`config.mk`:
```
export PLATFORM = sky130hd
export DESIGN_NAME = pgseq_top
export DESIGN_NICKNAME = d
export VERILOG_FILES = /design/src/rtl/pgseq_pkg.sv /design/src/rtl/pgseq_downcnt.sv /design/src/rtl/pgseq_bank_table.sv /design/src/rtl/pgseq_burst.sv /design/src/rtl/pgseq_fsm.sv /design/src/rtl/pgseq_top.sv
export SDC_FILE = /design/constraint.sdc
export NUM_CORES = 1
export LEC_CHECK = 0
export BUFFER_PORTS_ARGS = -buffer_cell sky130_fd_sc_hd__buf_4
export CAP_MARGIN = 20
export CORE_ASPECT_RATIO = 0.9
export CORE_MARGIN = 8
export CORE_UTILIZATION = 44
export DETAILED_ROUTE_END_ITERATION = 7
export GPL_TIMING_DRIVEN = 1
export PLACE_DENSITY = 0.71
export SLEW_MARGIN = 20
export SYNTH_ARGS = -nofsm -noshare
export SYNTH_HDL_FRONTEND = slang
export SYNTH_HIERARCHICAL = 1
export SYNTH_SLANG_ARGS = --single-unit
export TNS_END_PERCENT = 30
```
`constraint.sdc`:
```
create_clock -name clk -period 6.1 [get_ports clk]
set_clock_uncertainty 0.05 [all_clocks]
set_input_delay 0.305 -clock clk [delete_from_list [all_inputs] [get_ports clk]]
set_output_delay 0.305 -clock clk [all_outputs]
set_load 0.05 [all_outputs]
```
`src/rtl/pgseq_pkg.sv`:
```
// Shared types for the open-page read sequencer.
// Assumes: command code values are fixed by the command port.
package pgseq_pkg;

    typedef enum logic [1:0] {
        OP_NOP = 2'd0,
        OP_PRE = 2'd1,
        OP_ACT = 2'd2,
        OP_RD  = 2'd3
    } pg_op_e;

    typedef enum logic [2:0] {
        ST_IDLE = 3'd0,
        ST_PRE  = 3'd1,
        ST_ACT  = 3'd2,
        ST_RD   = 3'd3,
        ST_DATA = 3'd4
    } pg_state_e;

endpackage

```
`src/rtl/pgseq_downcnt.sv`:
```
// Loadable down counter that stops at zero. It is used for every timing
// interval in the sequencer.
// Assumes: load takes priority over counting; reset leaves it expired.
module pgseq_downcnt #(
    parameter int W = 4
) (
    input  logic         clk,
    input  logic         rst_n,
    input  logic         load,
    input  logic [W-1:0] load_val,
    output logic         zero
);

    logic [W-1:0] cnt_q;

    // Load a fresh interval or count the current one down to zero.
    always_ff @(posedge clk) begin
        if (!rst_n) begin
            cnt_q <= '0;
        end else if (load) begin
            cnt_q <= load_val;
        end else if (cnt_q != '0) begin
            cnt_q <= cnt_q - 1'b1;
        end
    end

    assign zero = (cnt_q == '0);

endmodule

```
`src/rtl/pgseq_bank_table.sv`:
```
// Per-bank open-row table. For each bank it holds the open flag, the open
// row and an activate-age counter. It answers lookups for a single bank.
// Assumes: activate and precharge never target the same bank in one cycle.
module pgseq_bank_table #(
    parameter int NUM_BANKS = 4,
    parameter int ROW_W     = 4,
    parameter int T_W       = 4,
    localparam int BANK_W   = $clog2(NUM_BANKS)
) (
    input  logic              clk,
    input  logic              rst_n,
    input  logic [BANK_W-1:0] look_bank,
    input  logic [ROW_W-1:0]  look_row,
    output logic              look_open,
    output logic              look_hit,
    output logic              look_ras_ok,
    input  logic              act_en,
    input  logic [BANK_W-1:0] act_bank,
    input  logic [ROW_W-1:0]  act_row,
    input  logic [T_W-1:0]    act_ras_val,
    input  logic              pre_en,
    input  logic [BANK_W-1:0] pre_bank
);

    logic                 open_q [NUM_BANKS];
    logic [ROW_W-1:0]     row_q  [NUM_BANKS];
    logic [NUM_BANKS-1:0] ras_zero;

    for (genvar g = 0; g < NUM_BANKS; g++) begin : g_bank
        logic sel_act;
        logic sel_pre;
        assign sel_act = act_en && (act_bank == BANK_W'(g));
        assign sel_pre = pre_en && (pre_bank == BANK_W'(g));

        // Record an opened row and clear the flag when the row closes.
        always_ff @(posedge clk) begin
            if (!rst_n) begin
                open_q[g] <= 1'b0;
                row_q[g]  <= '0;
            end else if (sel_act) begin
                open_q[g] <= 1'b1;
                row_q[g]  <= act_row;
            end else if (sel_pre) begin
                open_q[g] <= 1'b0;
            end
        end

        pgseq_downcnt #(.W(T_W)) u_ras (
            .clk      (clk),
            .rst_n    (rst_n),
            .load     (sel_act),
            .load_val (act_ras_val),
            .zero     (ras_zero[g])
        );
    end

    // Look up the addressed bank.
    always_comb begin
        look_open   = open_q[look_bank];
        look_hit    = open_q[look_bank] && (row_q[look_bank] == look_row);
        look_ras_ok = ras_zero[look_bank];
    end

endmodule

```
`src/rtl/pgseq_burst.sv`:
```
// Burst window generator. From a start pulse it raises a window that
// covers a double-data-rate burst, two beats per clock.
// Assumes: BURST_LEN is even and at least 2.
module pgseq_burst #(
    parameter int BURST_LEN = 4,
    localparam int SPAN     = BURST_LEN / 2,
    localparam int CW       = $clog2(SPAN + 1)
) (
    input  logic clk,
    input  logic rst_n,
    input  logic start,
    output logic window
);

    logic done;

    pgseq_downcnt #(.W(CW)) u_span (
        .clk      (clk),
        .rst_n    (rst_n),
        .load     (start),
        .load_val (CW'(SPAN - 1)),
        .zero     (done)
    );

    // The window covers the start cycle and the cycles left in the count.
    assign window = start || !done;

endmodule

```
`src/rtl/pgseq_fsm.sv`:
```
// Command state machine. It picks the hit, closed or conflict path for a
// request, waits on the timing counters, holds each command for the set
// command rate and steps through precharge, activate, read and latency.
// Assumes: configuration stays stable while a request is in progress.
module pgseq_fsm
    import pgseq_pkg::*;
#(
    parameter int NUM_BANKS = 4,
    parameter int ROW_W     = 4,
    parameter int COL_W     = 4,
    parameter int T_W       = 4,
    localparam int BANK_W   = $clog2(NUM_BANKS)
) (
    input  logic              clk,
    input  logic              rst_n,
    input  logic [T_W-1:0]    cfg_cl,
    input  logic [T_W-1:0]    cfg_trcd,
    input  logic [T_W-1:0]    cfg_trp,
    input  logic [T_W-1:0]    cfg_tras,
    input  logic              cfg_two_t,
    input  logic              req_valid,
    input  logic [BANK_W-1:0] req_bank,
    input  logic [ROW_W-1:0]  req_row,
    input  logic [COL_W-1:0]  req_col,
    input  logic              look_open,
    input  logic              look_hit,
    input  logic              ras_ok,
    input  logic              gap_zero,
    input  logic              lat_zero,
    output logic              req_ready,
    output logic              busy,
    output logic [BANK_W-1:0] cur_bank,
    output logic [ROW_W-1:0]  cur_row,
    output logic [COL_W-1:0]  cur_col,
    output logic              cmd_valid,
    output logic              cmd_issue,
    output logic [1:0]        cmd_op,
    output logic              gap_load,
    output logic [T_W-1:0]    gap_val,
    output logic              lat_load,
    output logic [T_W-1:0]    lat_val,
    output logic              act_en,
    output logic              pre_en,
    output logic [T_W-1:0]    ras_val,
    output logic              data_start
);

    pg_state_e state_q;
    logic      hold_q;
    logic      gate;
    logic [T_W-1:0] cl_m1, trcd_m1, trp_m1, tras_m1;

    // Turn each setting into a reload value; zero behaves as one.
    always_comb begin
        cl_m1   = (cfg_cl   == '0) ? '0 : cfg_cl   - 1'b1;
        trcd_m1 = (cfg_trcd == '0) ? '0 : cfg_trcd - 1'b1;
        trp_m1  = (cfg_trp  == '0) ? '0 : cfg_trp  - 1'b1;
        tras_m1 = (cfg_tras == '0) ? '0 : cfg_tras - 1'b1;
    end

    // Decide whether the pending command may be on the port this cycle.
    always_comb begin
        unique case (state_q)
            ST_PRE:        gate = gap_zero && ras_ok;
            ST_ACT, ST_RD: gate = gap_zero;
            default:       gate = 1'b0;
        endcase
    end

    // Drive the command port and the counter loads.
    always_comb begin
        cmd_valid  = gate;
        cmd_issue  = gate && (!cfg_two_t || hold_q);
        cmd_op     = OP_NOP;
        if (gate) begin
            unique case (state_q)
                ST_PRE:  cmd_op = OP_PRE;
                ST_ACT:  cmd_op = OP_ACT;
                default: cmd_op = OP_RD;
            endcase
        end
        gap_load   = cmd_issue && ((state_q == ST_PRE) || (state_q == ST_ACT));
        gap_val    = (state_q == ST_PRE) ? trp_m1 : trcd_m1;
        lat_load   = cmd_issue && (state_q == ST_RD);
        lat_val    = cl_m1;
        act_en     = cmd_issue && (state_q == ST_ACT);
        pre_en     = cmd_issue && (state_q == ST_PRE);
        ras_val    = tras_m1;
        data_start = (state_q == ST_DATA) && lat_zero;
        req_ready  = (state_q == ST_IDLE);
        busy       = (state_q != ST_IDLE);
    end

    // Track the first cycle of a two-clock command.
    always_ff @(posedge clk) begin
        if (!rst_n) begin
            hold_q <= 1'b0;
        end else if (cmd_issue) begin
            hold_q <= 1'b0;
        end else if (gate && cfg_two_t) begin
            hold_q <= 1'b1;
        end
    end

    // Step through the command sequence of one request.
    always_ff @(posedge clk) begin
        if (!rst_n) begin
            state_q  <= ST_IDLE;
            cur_bank <= '0;
            cur_row  <= '0;
            cur_col  <= '0;
        end else begin
            unique case (state_q)
                ST_IDLE: begin
                    if (req_valid) begin
                        cur_bank <= req_bank;
                        cur_row  <= req_row;
                        cur_col  <= req_col;
                        if (look_hit)       state_q <= ST_RD;
                        else if (look_open) state_q <= ST_PRE;
                        else                state_q <= ST_ACT;
                    end
                end
                ST_PRE:  if (cmd_issue) state_q <= ST_ACT;
                ST_ACT:  if (cmd_issue) state_q <= ST_RD;
                ST_RD:   if (cmd_issue) state_q <= ST_DATA;
                ST_DATA: if (lat_zero)  state_q <= ST_IDLE;
                default: state_q <= ST_IDLE;
            endcase
        end
    end

endmodule

```
`src/rtl/pgseq_top.sv`:
```
// Open-page DRAM read sequencer, top level. It ties the bank table, the
// command state machine, the gap and latency counters and the burst
// window together.
// Assumes: one request at a time; configuration changes only while idle.
module pgseq_top #(
    parameter int NUM_BANKS = 4,
    parameter int ROW_W     = 4,
    parameter int COL_W     = 4,
    parameter int T_W       = 4,
    parameter int BURST_LEN = 4,
    localparam int BANK_W   = $clog2(NUM_BANKS),
    localparam int BEAT_W   = $clog2(BURST_LEN + 1)
) (
    input  logic              clk,
    input  logic              rst_n,
    input  logic [T_W-1:0]    cfg_cl,
    input  logic [T_W-1:0]    cfg_trcd,
    input  logic [T_W-1:0]    cfg_trp,
    input  logic [T_W-1:0]    cfg_tras,
    input  logic              cfg_two_t,
    input  logic              req_valid,
    output logic              req_ready,
    input  logic [BANK_W-1:0] req_bank,
    input  logic [ROW_W-1:0]  req_row,
    input  logic [COL_W-1:0]  req_col,
    output logic              cmd_valid,
    output logic              cmd_issue,
    output logic [1:0]        cmd_op,
    output logic [BANK_W-1:0] cmd_bank,
    output logic [ROW_W-1:0]  cmd_row,
    output logic [COL_W-1:0]  cmd_col,
    output logic              data_start,
    output logic              data_window,
    output logic [BEAT_W-1:0] data_beats
);

    logic              busy;
    logic [BANK_W-1:0] cur_bank;
    logic [ROW_W-1:0]  cur_row;
    logic [COL_W-1:0]  cur_col;
    logic [BANK_W-1:0] look_bank;
    logic [ROW_W-1:0]  look_row;
    logic              look_open, look_hit, look_ras_ok;
    logic              gap_load, gap_zero, lat_load, lat_zero;
    logic [T_W-1:0]    gap_val, lat_val, ras_val;
    logic              act_en, pre_en;

    // Look up the incoming request while idle, the held one while busy.
    assign look_bank = busy ? cur_bank : req_bank;
    assign look_row  = busy ? cur_row  : req_row;

    pgseq_bank_table #(
        .NUM_BANKS (NUM_BANKS),
        .ROW_W     (ROW_W),
        .T_W       (T_W)
    ) u_table (
        .clk         (clk),
        .rst_n       (rst_n),
        .look_bank   (look_bank),
        .look_row    (look_row),
        .look_open   (look_open),
        .look_hit    (look_hit),
        .look_ras_ok (look_ras_ok),
        .act_en      (act_en),
        .act_bank    (cur_bank),
        .act_row     (cur_row),
        .act_ras_val (ras_val),
        .pre_en      (pre_en),
        .pre_bank    (cur_bank)
    );

    pgseq_fsm #(
        .NUM_BANKS (NUM_BANKS),
        .ROW_W     (ROW_W),
        .COL_W     (COL_W),
        .T_W       (T_W)
    ) u_fsm (
        .clk        (clk),
        .rst_n      (rst_n),
        .cfg_cl     (cfg_cl),
        .cfg_trcd   (cfg_trcd),
        .cfg_trp    (cfg_trp),
        .cfg_tras   (cfg_tras),
        .cfg_two_t  (cfg_two_t),
        .req_valid  (req_valid),
        .req_bank   (req_bank),
        .req_row    (req_row),
        .req_col    (req_col),
        .look_open  (look_open),
        .look_hit   (look_hit),
        .ras_ok     (look_ras_ok),
        .gap_zero   (gap_zero),
        .lat_zero   (lat_zero),
        .req_ready  (req_ready),
        .busy       (busy),
        .cur_bank   (cur_bank),
        .cur_row    (cur_row),
        .cur_col    (cur_col),
        .cmd_valid  (cmd_valid),
        .cmd_issue  (cmd_issue),
        .cmd_op     (cmd_op),
        .gap_load   (gap_load),
        .gap_val    (gap_val),
        .lat_load   (lat_load),
        .lat_val    (lat_val),
        .act_en     (act_en),
        .pre_en     (pre_en),
        .ras_val    (ras_val),
        .data_start (data_start)
    );

    pgseq_downcnt #(.W(T_W)) u_gap (
        .clk      (clk),
        .rst_n    (rst_n),
        .load     (gap_load),
        .load_val (gap_val),
        .zero     (gap_zero)
    );

    pgseq_downcnt #(.W(T_W)) u_lat (
        .clk      (clk),
        .rst_n    (rst_n),
        .load     (lat_load),
        .load_val (lat_val),
        .zero     (lat_zero)
    );

    pgseq_burst #(.BURST_LEN(BURST_LEN)) u_burst (
        .clk    (clk),
        .rst_n  (rst_n),
        .start  (data_start),
        .window (data_window)
    );

    // Present the command fields of the request in progress.
    assign cmd_bank   = cur_bank;
    assign cmd_row    = cur_row;
    assign cmd_col    = cur_col;
    assign data_beats = BEAT_W'(BURST_LEN);

endmodule

```
Yosys cells after proc, flatten, opt, wreduce, memory -nomap -nowiden. Memory sizes are Yosys's and may differ from the RTL's. Cells that the tools add are included.

Memories kept: 2. Bits of input ports: 30. Register bits after elaboration: 40. Memory bits (writable): 20.

Memories: u_table.row_q (words 4, bits a word 4, rd ports 1, clocked after memory_dff 0, wr ports 4, RTL line pgseq_bank_table.sv:26) `logic [ROW_W-1:0] row_q [NUM_BANKS];`; u_table.open_q (words 4, bits a word 1, rd ports 1, clocked after memory_dff 0, wr ports 4, RTL line pgseq_bank_table.sv:25) `logic open_q [NUM_BANKS];`.

Reductions and logical operators: 55. Mux-type cells: 75. Bitwise operators: 13. $add $sub $neg: 11. Eq/ne operators: 13. Magnitude comparators: 1.

Operator list (number): $mux W4 (22); $logic_not A4 Y1 (10); $mux W1 (40); $sub A4 B1 Y4 const B (10); $reduce_bool A4 Y1 (6); $mux W3 (6); $logic_and A1 B1 Y1 (17); $reduce_bool A2 Y1 (8); $pmux W3 S5 (1); $or A1 B1 Y1 (12); $ne A2 B2 Y1 const B (4); $eq A3 B2 Y1 const B (2); $mux W2 (3); $reduce_or A2 Y1 (3); $reduce_and A5 Y1 (1); $eq A2 B2 Y1 const B (2); $eq A4 B4 Y1 (1); $logic_not A2 Y1 (2); $pmux W2 S2 (1); $eq A3 B1 Y1 const B (1); $eq A3 B3 Y1 const B (1); $logic_not A3 Y1 (1); $logic_or A1 B1 Y1 (3); $lt A2 B3 Y1 const B (1); 9 further kinds (10).

Depth between registers and ports, before layout. Gate-level depths: netlist of run 1.

Depth in word-level cells: 14. Depth in mapped cells: 14. Depth with buffers taken out: 11.

Hierarchy. Netlist of run 1, hierarchy kept.

Modules (own cells, without submodules): pgseq_downcnt (u_gap ...) (cells an instance 23, instances 6, area an instance 230.2 µm²); pgseq_bank_table (cells an instance 73, instances 1, area an instance 1042.2 µm²); pgseq_fsm (cells an instance 134, instances 1, area an instance 983.4 µm²); pgseq_top (cells an instance 12, instances 1, area an instance 131.4 µm²); pgseq_downcnt (u_burst.u_span) (cells an instance 13, instances 1, area an instance 123.9 µm²); pgseq_burst (cells an instance 3, instances 1, area an instance 13.8 µm²).

Least setup slack after synthesis of run 1. OpenSTA, ideal clock, no wires.

Kind: flip-flop to flip-flop. Start: reg u_fsm.state_q[0]. End: mem u_table.open_q[0], enable pin. Setup time: 290 ps. Slack: 2194 ps. Clock period less this slack: 3906 ps. Cell stages (with the launch flop): 14. Arrival: 3566 ps. Path buffers: 4. Data required time: 5760 ps. Cell sequence: dfxtp_1 > buf_6 > buf_2 > or3_1 > buf_6 > mux2_4 > buf_6 > mux4_1 > a21o_1 > nand3_1 > nor3b_1 > nor3b_1 > nand2b_1 > a31o_2.

RTL lines: from (decl) (RTL line pgseq_fsm.sv:48) `pg_state_e state_q;`; from (signal assigned) (RTL line pgseq_fsm.sv:108) `state_q <= ST_IDLE;`; from (signal assigned) (RTL line pgseq_fsm.sv:119) `if (look_hit) state_q <= ST_RD;`; from (signal assigned) (RTL line pgseq_fsm.sv:120) `else if (look_open) state_q <= ST_PRE;`; to (decl) (RTL line pgseq_bank_table.sv:25).

==> flow_summary.yaml, run 1 <==
placed_design:
  dp_hpwl_microns: 5970
  pre_cts_slack_ns: 1.68
  dp.cells: 504
  gp_congestion: 0.793
  dpl-instance-area_sq_mm: 0.00404
  port_buffers: 46
worst_setup_path:
  crit_slowest_cell: "dfxtp_1"
  critical_path.top_delay_family: "simple AND/OR/NAND/NOR gates"
  cp.required_ns: 6.12
  crit_path_max_fanout: 18
  crit_buf_inv: 0
  worstRegToRegCells: 9
  cp_slowest_stage_delay_ns: 0.71
  crit_chain: "or3_1, mux2_4, mux4_1, a21o_1, nand3_1, nor3b_1, nor3b_2, nand2b_1, a31o_2"
  end_kind: "flop"
  setup.worst_path.start_class: "flop"
  worstSetupPathType: "flop to flop"
  cp.depth: 9
  worstPathArrival_ns: 4.15
drt:
  routed_via_density: 5.40
  drt-initial-drc-count: 127
  antenna_left: 0
  first_pass_iters: 5
  drc: 0
  wire_per_inst_microns: 15.3
  vias: 2809
  wl_microns: 7940
synth:
  syn_inst: 373
  synth-seq-cells: 60
  synth_top_area_share_pct: 22.3
  synth_edf_count: 19
  syn_area_per_cell_sq_um: 9.86
  synthArstFlopShare_pct: 0
  synth.distinct_cells: 57
  yosys_warnings: 6
  ys_top_cells_by_area: "dfxtp_1 22%, edfxtp_1 16%, mux4_1 4.3%, nand2_1 4.2%, xnor2_1 3.6%"
  ys_seq_area_share_pct: 37.8
  synth_area_sq_mm: 0.00368
  yosysTopAreaCell: "dfxtp_1"
  ys.flop_type: "dfxtp_1"
timing:
  tightest_slew_ns: 0.747
  report.final.hold_viol_count: 0
  finalMaxSlewViolations: 0
  worst_slack_ns: 1.97
  finalSetupViolCount: 0
  slew_headroom_pct: 49.8
  whs_ns: 0.160
  timing.fmax_ghz: 0.242
  fin_tns_setup_ns: 0
  min_period_ns: 4.13
  rsz0062_at_grt: "false"
  fin_crit_sh_pct: 67.7
clock_tree:
  ctsHtreeMaxLevel: 3
  cts_resized: 0
  clk_latency_ns: 0.34
  clockBufferDepth: 2
  cts-root-buf: "clkbuf_8"
  postCtsSetupRepairBufs: 0
  numCtsBuffers: 9
  cts_tree: "built"
  cts_hold_buf: 0
  clk_pin_slew_ns: 0.07
  clock-sinks: 60
power_and_ir_drop:
  powerDensity_mw_per_mm2: 453
  power_mw: 1.94
  ir_worst_vdd_uv: 205
  p_leak_nw: 1.83
grt:
  grt_pass1_vias: 2762
  antenna_found_initial: 0
  grt_pass1_wl_microns: 13300
  grt_max_degree: 63
  groute.usage.overall_pct: 14.4
  grt_overflow: 0
status:
  status: "finished clean"
floorplanning:
  die_area_sq_mm: 0.0115
  rows: 31
  die_h_microns: 103
  die_x_microns: 112
  start_util_pct: 45.6
  ios: 50
  core_area_sq_mm: 0.00807
finish:
  final_util_pct: 53.1
  drive_gt1_share_pct: 24.5
  final_cell_area_sq_mm: 0.00429
  area_delta_synth_final_pct: 16.6
  diodes: 0
  finalNonFillerCells: 520
  nets: 453
flow_run:
  maxCapViolCount: 0
worst_hold_path:
  holdPathStages: 3
  min_path_type: "primary input to flop"
## Yosys cell counts (all sizes together) (2+ instances only)
master,instances
nor2b,4
buf,11
o31a,2
nand2b,18
o21a,2
a21oi,12
mux4,6
o21ai,23
clkbuf,4
conb,4
and3,18
a31o,2
mux2,12
o31ai,9
o21bai,2
nand2,41
or3,4
o211a,7
and2,4
inv,20
xor2,3
or4b,3
dfxtp,41
nor2,11
ha,7
mux2i,8
xnor2,15
nor3,12
edfxtp,19
nand3,23
nor4b,3
nand3b,3
nor3b,9
## where the power goes
part | internal (mW) | total [mW] | leakage (nW) | switching (mW)
Sequential | 0.500 | 0.609 | 0.534 | 0.109
Combinational | 0.435 | 0.899 | 1.18 | 0.464
Clock | 0.272 | 0.433 | 0.120 | 0.161
## kinds of logic after synthesis
family                   count (synthesis)  share of synthesized area, %
AO/OA/AOI/OAI                           66                          12.7
buffers and inverters                   35                          5.00
adder cells (fa/ha/maj)                  7                          2.38
flip-flops                              60                          37.8
other                                    4                         0.408
XOR/XNOR                                18                          4.29
multiplexers                            26                          10.8
AND/OR/NAND/NOR                        157                          26.7
## worst register-to-register path, cell delays in order (launching register included)
cell      delay, ns
dfxtp_1        0.71
or3_1          0.44
mux2_4         0.39
mux4_1         0.39
a21o_1         0.19
nand3_1        0.16
nor3b_1        0.49
nor3b_2        0.61
nand2b_1       0.30
a31o_2         0.14
## cell usage in the layout (no fill, tap or decap), types with 4 or more instances in the layout
| master | n |
|---|---|
| clkbuf_8 | 9 |
| nand2b_1 | 17 |
| mux2_2 | 6 |
| conb_1 | 5 |
| edfxtp_1 | 19 |
| and3_1 | 18 |
| ha_1 | 7 |
| or3_1 | 4 |
| o21ai_2 | 6 |
| mux2i_1 | 8 |
| o21ai_1 | 7 |
| nor2_1 | 11 |
| and2_1 | 4 |
| buf_4 | 46 |
| nand3_1 | 23 |
| nor3_2 | 7 |
| a21oi_1 | 12 |
| nor2b_1 | 4 |
| nand2_1 | 41 |
| xnor2_1 | 15 |
| o31ai_1 | 8 |
| mux2_4 | 6 |
| nor3_1 | 5 |
| mux4_1 | 6 |
| nor3b_4 | 6 |
| o21ai_0 | 10 |
| dfxtp_1 | 41 |
| inv_1 | 20 |
| o211a_1 | 7 |
## layer usage
metal | GRT usage [%] | vias up | routed length (microns)
met1 | 16.7 | 1323 | 3570
met4 | 4.04 | 0 | 80
li1 | - | 1424 | -
met5 | 0 | - | 0
met3 | 4.86 | 8 | 377
met2 | 25.0 | 54 | 3920
## flip-flops by register name (all words and copies together), names as in the netlist
| signal | count |
|---|---|
| u_table/g_bank.u_ras/cnt_q | 16 |
| u_table/row_q | 16 |
| u_fsm/cur_col | 4 |
| u_fsm/cur_row | 4 |
| u_gap/cnt_q | 4 |
| u_lat/cnt_q | 4 |
| u_table/open_q | 4 |
| u_fsm/state_q | 3 |
| u_burst/u_span/cnt_q | 2 |
| u_fsm/cur_bank | 2 |
| u_fsm/hold_q | 1 |
## worst paths after layout
path / start / end / slack (ns)
worst max-delay path: u_fsm/state_q[1]$_SDFFE_PN0P_ / u_table/open_q[0]$_SDFFCE_PP0P_ / 1.97
worst max register to register: u_fsm/state_q[1]$_SDFFE_PN0P_ / u_table/open_q[0]$_SDFFCE_PP0P_ / 1.97
worst min register to register: u_fsm/cur_col[1]$_SDFFE_PN0P_ / u_fsm/cur_col[1]$_SDFFE_PN0P_ / 0.41
worst min-delay path: req_col[1] / u_fsm/cur_col[1]$_SDFFE_PN0P_ / 0.16
## layout make-up
class	instances	area, sq um
Clock buffer	10	128
Clock inverter	6	113
Fill cell	752	3780
Inverter	20	75.1
Multi-Input combinational cell	279	2110
Sequential cell	60	1390
Tap cell	99	124
Timing Repair Buffer	46	345
No activity file was read; power rests on OpenSTA's default activity.
==> run 2, diff against run 1 <==
--- a/config.mk
+++ b/config.mk
@@ -12,7 +12,7 @@
 export CORE_UTILIZATION = 44
 export DETAILED_ROUTE_END_ITERATION = 7
 export GPL_TIMING_DRIVEN = 1
-export PLACE_DENSITY = 0.71
+export PLACE_DENSITY = 0.73
 export SLEW_MARGIN = 20
 export SYNTH_ARGS = -nofsm -noshare
 export SYNTH_HDL_FRONTEND = slang
==> constraint.sdc (replaced) <==
create_clock -name clk -period 3.5 [get_ports clk]
set_clock_uncertainty 0.05 [all_clocks]
set_input_delay 0.175 -clock clk [delete_from_list [all_inputs] [get_ports clk]]
set_output_delay 0.175 -clock clk [all_outputs]
set_load 0.05 [all_outputs]
==> flow_summary.yaml, run 2 (synthesized netlist as in run 1, its figures left out) <==
floorplanning:
  die_area_sq_mm: 0.0115
  rows: 31
  die_x_microns: 112
  ios: 50
  die_h_microns: 103
  core_area_sq_mm: 0.00807
  start_util_pct: 45.6
drt:
  drt-initial-drc-count: 126
  drc: 0
  antenna_left: 0
  routed_via_density: 5.33
  vias: 2820
  wl_microns: 7730
  wire_per_inst_microns: 14.6
  first_pass_iters: 4
worst_setup_path:
  worstSetupPathType: "flop to flop"
  worstPathArrival_ns: 3.19
  cp.required_ns: 3.50
  crit_path_max_fanout: 6
  crit_chain: "or3_1, buf_4, mux2_4, mux4_1, a21o_1, nand3_1, nor3b_2, nand2_1, o21ai_0, buf_4, a31o_2"
  end_kind: "flop"
  path_common_cell: "buf_4"
  worstRegToRegCells: 11
  rr_startpoint: "u_fsm/state_q[0]$_SDFFE_PN0P_"
  r2r_setup_slack_ns: 0.31
  cp_slowest_stage_delay_ns: 0.41
  r2r_end: "u_table/open_q[1]$_SDFFCE_PP0P_"
  setup.worst_path.start_class: "flop"
  crit_slowest_cell: "or3_1"
finish:
  reg_top3: "u_table/g_bank.u_ras/cnt_q x16, u_table/row_q x16"
  final_cell_area_sq_mm: 0.00434
  nets: 462
  finalNonFillerCells: 529
  final_util_pct: 53.8
  layout_commonest_cell: "buf_4"
  fillers: 726
  layout_common_cells: "55 x buf_4, 41 x dfxtp_1, 41 x nand2_1, 23 x nand3_1, 20 x inv_1"
  regArea_sq_mm: 0.00139
  area_delta_synth_final_pct: 18.1
  multi_input_area_sq_mm: 0.00214
  drive_gt1_share_pct: 27.2
  diodes: 0
grt:
  grt_max_degree: 63
  antenna_found_initial: 0
  groute.usage.overall_pct: 13.6
  grt_pass1_wl_microns: 12800
  grt_overflow: 0
  grt_pass1_vias: 2776
timing:
  fin_tns_setup_ns: 0
  finalMaxSlewViolations: 0
  whs_ns: 0.0465
  rsz0062_at_grt: "false"
  fin_crit_sh_pct: 91.1
  worst_slack_ns: 0.311
  report.final.hold_viol_count: 0
  tightest_slew_ns: 0.671
  timing.fmax_ghz: 0.314
  slew_headroom_pct: 54.9
  finalSetupViolCount: 0
  min_period_ns: 3.19
clock_tree:
  clock-sinks: 60
  clockBufferDepth: 2
  numCtsBuffers: 9
  ctsHtreeMaxLevel: 3
  cts-root-buf: "clkbuf_8"
  clk_pin_slew_ns: 0.07
  cts_tree: "built"
  clk_latency_ns: 0.33
power_and_ir_drop:
  ir_worst_vdd_uv: 414
  p_leak_nw: 1.85
  powerDensity_mw_per_mm2: 758
  power_mw: 3.29
worst_hold_path:
  min_path_type: "primary input to flop"
  min-delay-start: "req_row[2]"
  whs_endpoint: "u_fsm/cur_row[2]$_SDFFE_PN0P_"
  holdPathStages: 3
placed_design:
  pre_cts_slack_ns: 0.262
  dpl-instance-area_sq_mm: 0.00414
  dp_hpwl_microns: 5920
  dp.cells: 513
  gp_congestion: 0.805
  port_buffers: 46
flow_run:
  maxCapViolCount: 0
status:
  status: "finished clean"
-- run 2: cell type report --
class / count / share of cell area, %
Tap cell: 99 / 2.85
Clock buffer: 9 / 2.85
Clock inverter: 7 / 1.73
Inverter: 20 / 1.73
Multi-Input combinational cell: 279 / 49.3
Timing Repair Buffer: 55 / 9.51
Sequential cell: 60 / 32.1
-- run 2: power by group --
group          switching (mW)  total, mW  internal [mW]
Sequential              0.141       1.01          0.872
Clock                   0.291      0.623          0.332
Combinational           0.871       1.66          0.786
Total                    1.30       3.29           1.99
-- run 2: critical path: cells and delay by family (launching register included) --
family,cells,cell delay [ns]
mux,2,0.64
buf+inv,2,0.35
flops,1,0.31
compound gates,3,0.45
simple gates,4,1.11
-- run 2: timing repair --
| action | in CTS | in global routing |
|---|---|---|
| hold buffers | 0 | 0 |
| setup buffers | 0 | 0 |
| endpoints found under the setup margin | 0 | 3 |
| gates resized for setup | 0 | 1 |
-- run 2: worst max path at each step --
stage,from,end,slack [ns],cells after the start
2_1_floorplan,u_fsm/state_q[0]$_SDFFE_PN0P_,u_table/open_q[1]$_SDFFCE_PP0P_,-0.02,13
3_3_place_gp,u_fsm/state_q[0]$_SDFFE_PN0P_,u_table/g_bank[1].u_ras/cnt_q[2]$_SDFFE_PN0P_,0.38,12
3_5_place_dp,u_fsm/state_q[0]$_SDFFE_PN0P_,u_table/g_bank[1].u_ras/cnt_q[2]$_SDFFE_PN0P_,0.26,12
4_1_cts,u_fsm/state_q[0]$_SDFFE_PN0P_,u_table/g_bank[1].u_ras/cnt_q[2]$_SDFFE_PN0P_,0.23,12
5_1_grt,u_fsm/state_q[0]$_SDFFE_PN0P_,u_table/g_bank[2].u_ras/cnt_q[3]$_SDFFE_PN0P_,0.06,11
6_report,u_fsm/state_q[0]$_SDFFE_PN0P_,u_table/open_q[1]$_SDFFCE_PP0P_,0.31,11
-- run 2: routing by layer --
layer	up-vias	share of wire, %	GRT usage, %
li1	1443	-	-
met5	-	0	0
met1	1316	45	16.5
met2	51	49	23.7
met3	10	4.2	3.40
met4	0	1.0	3.62
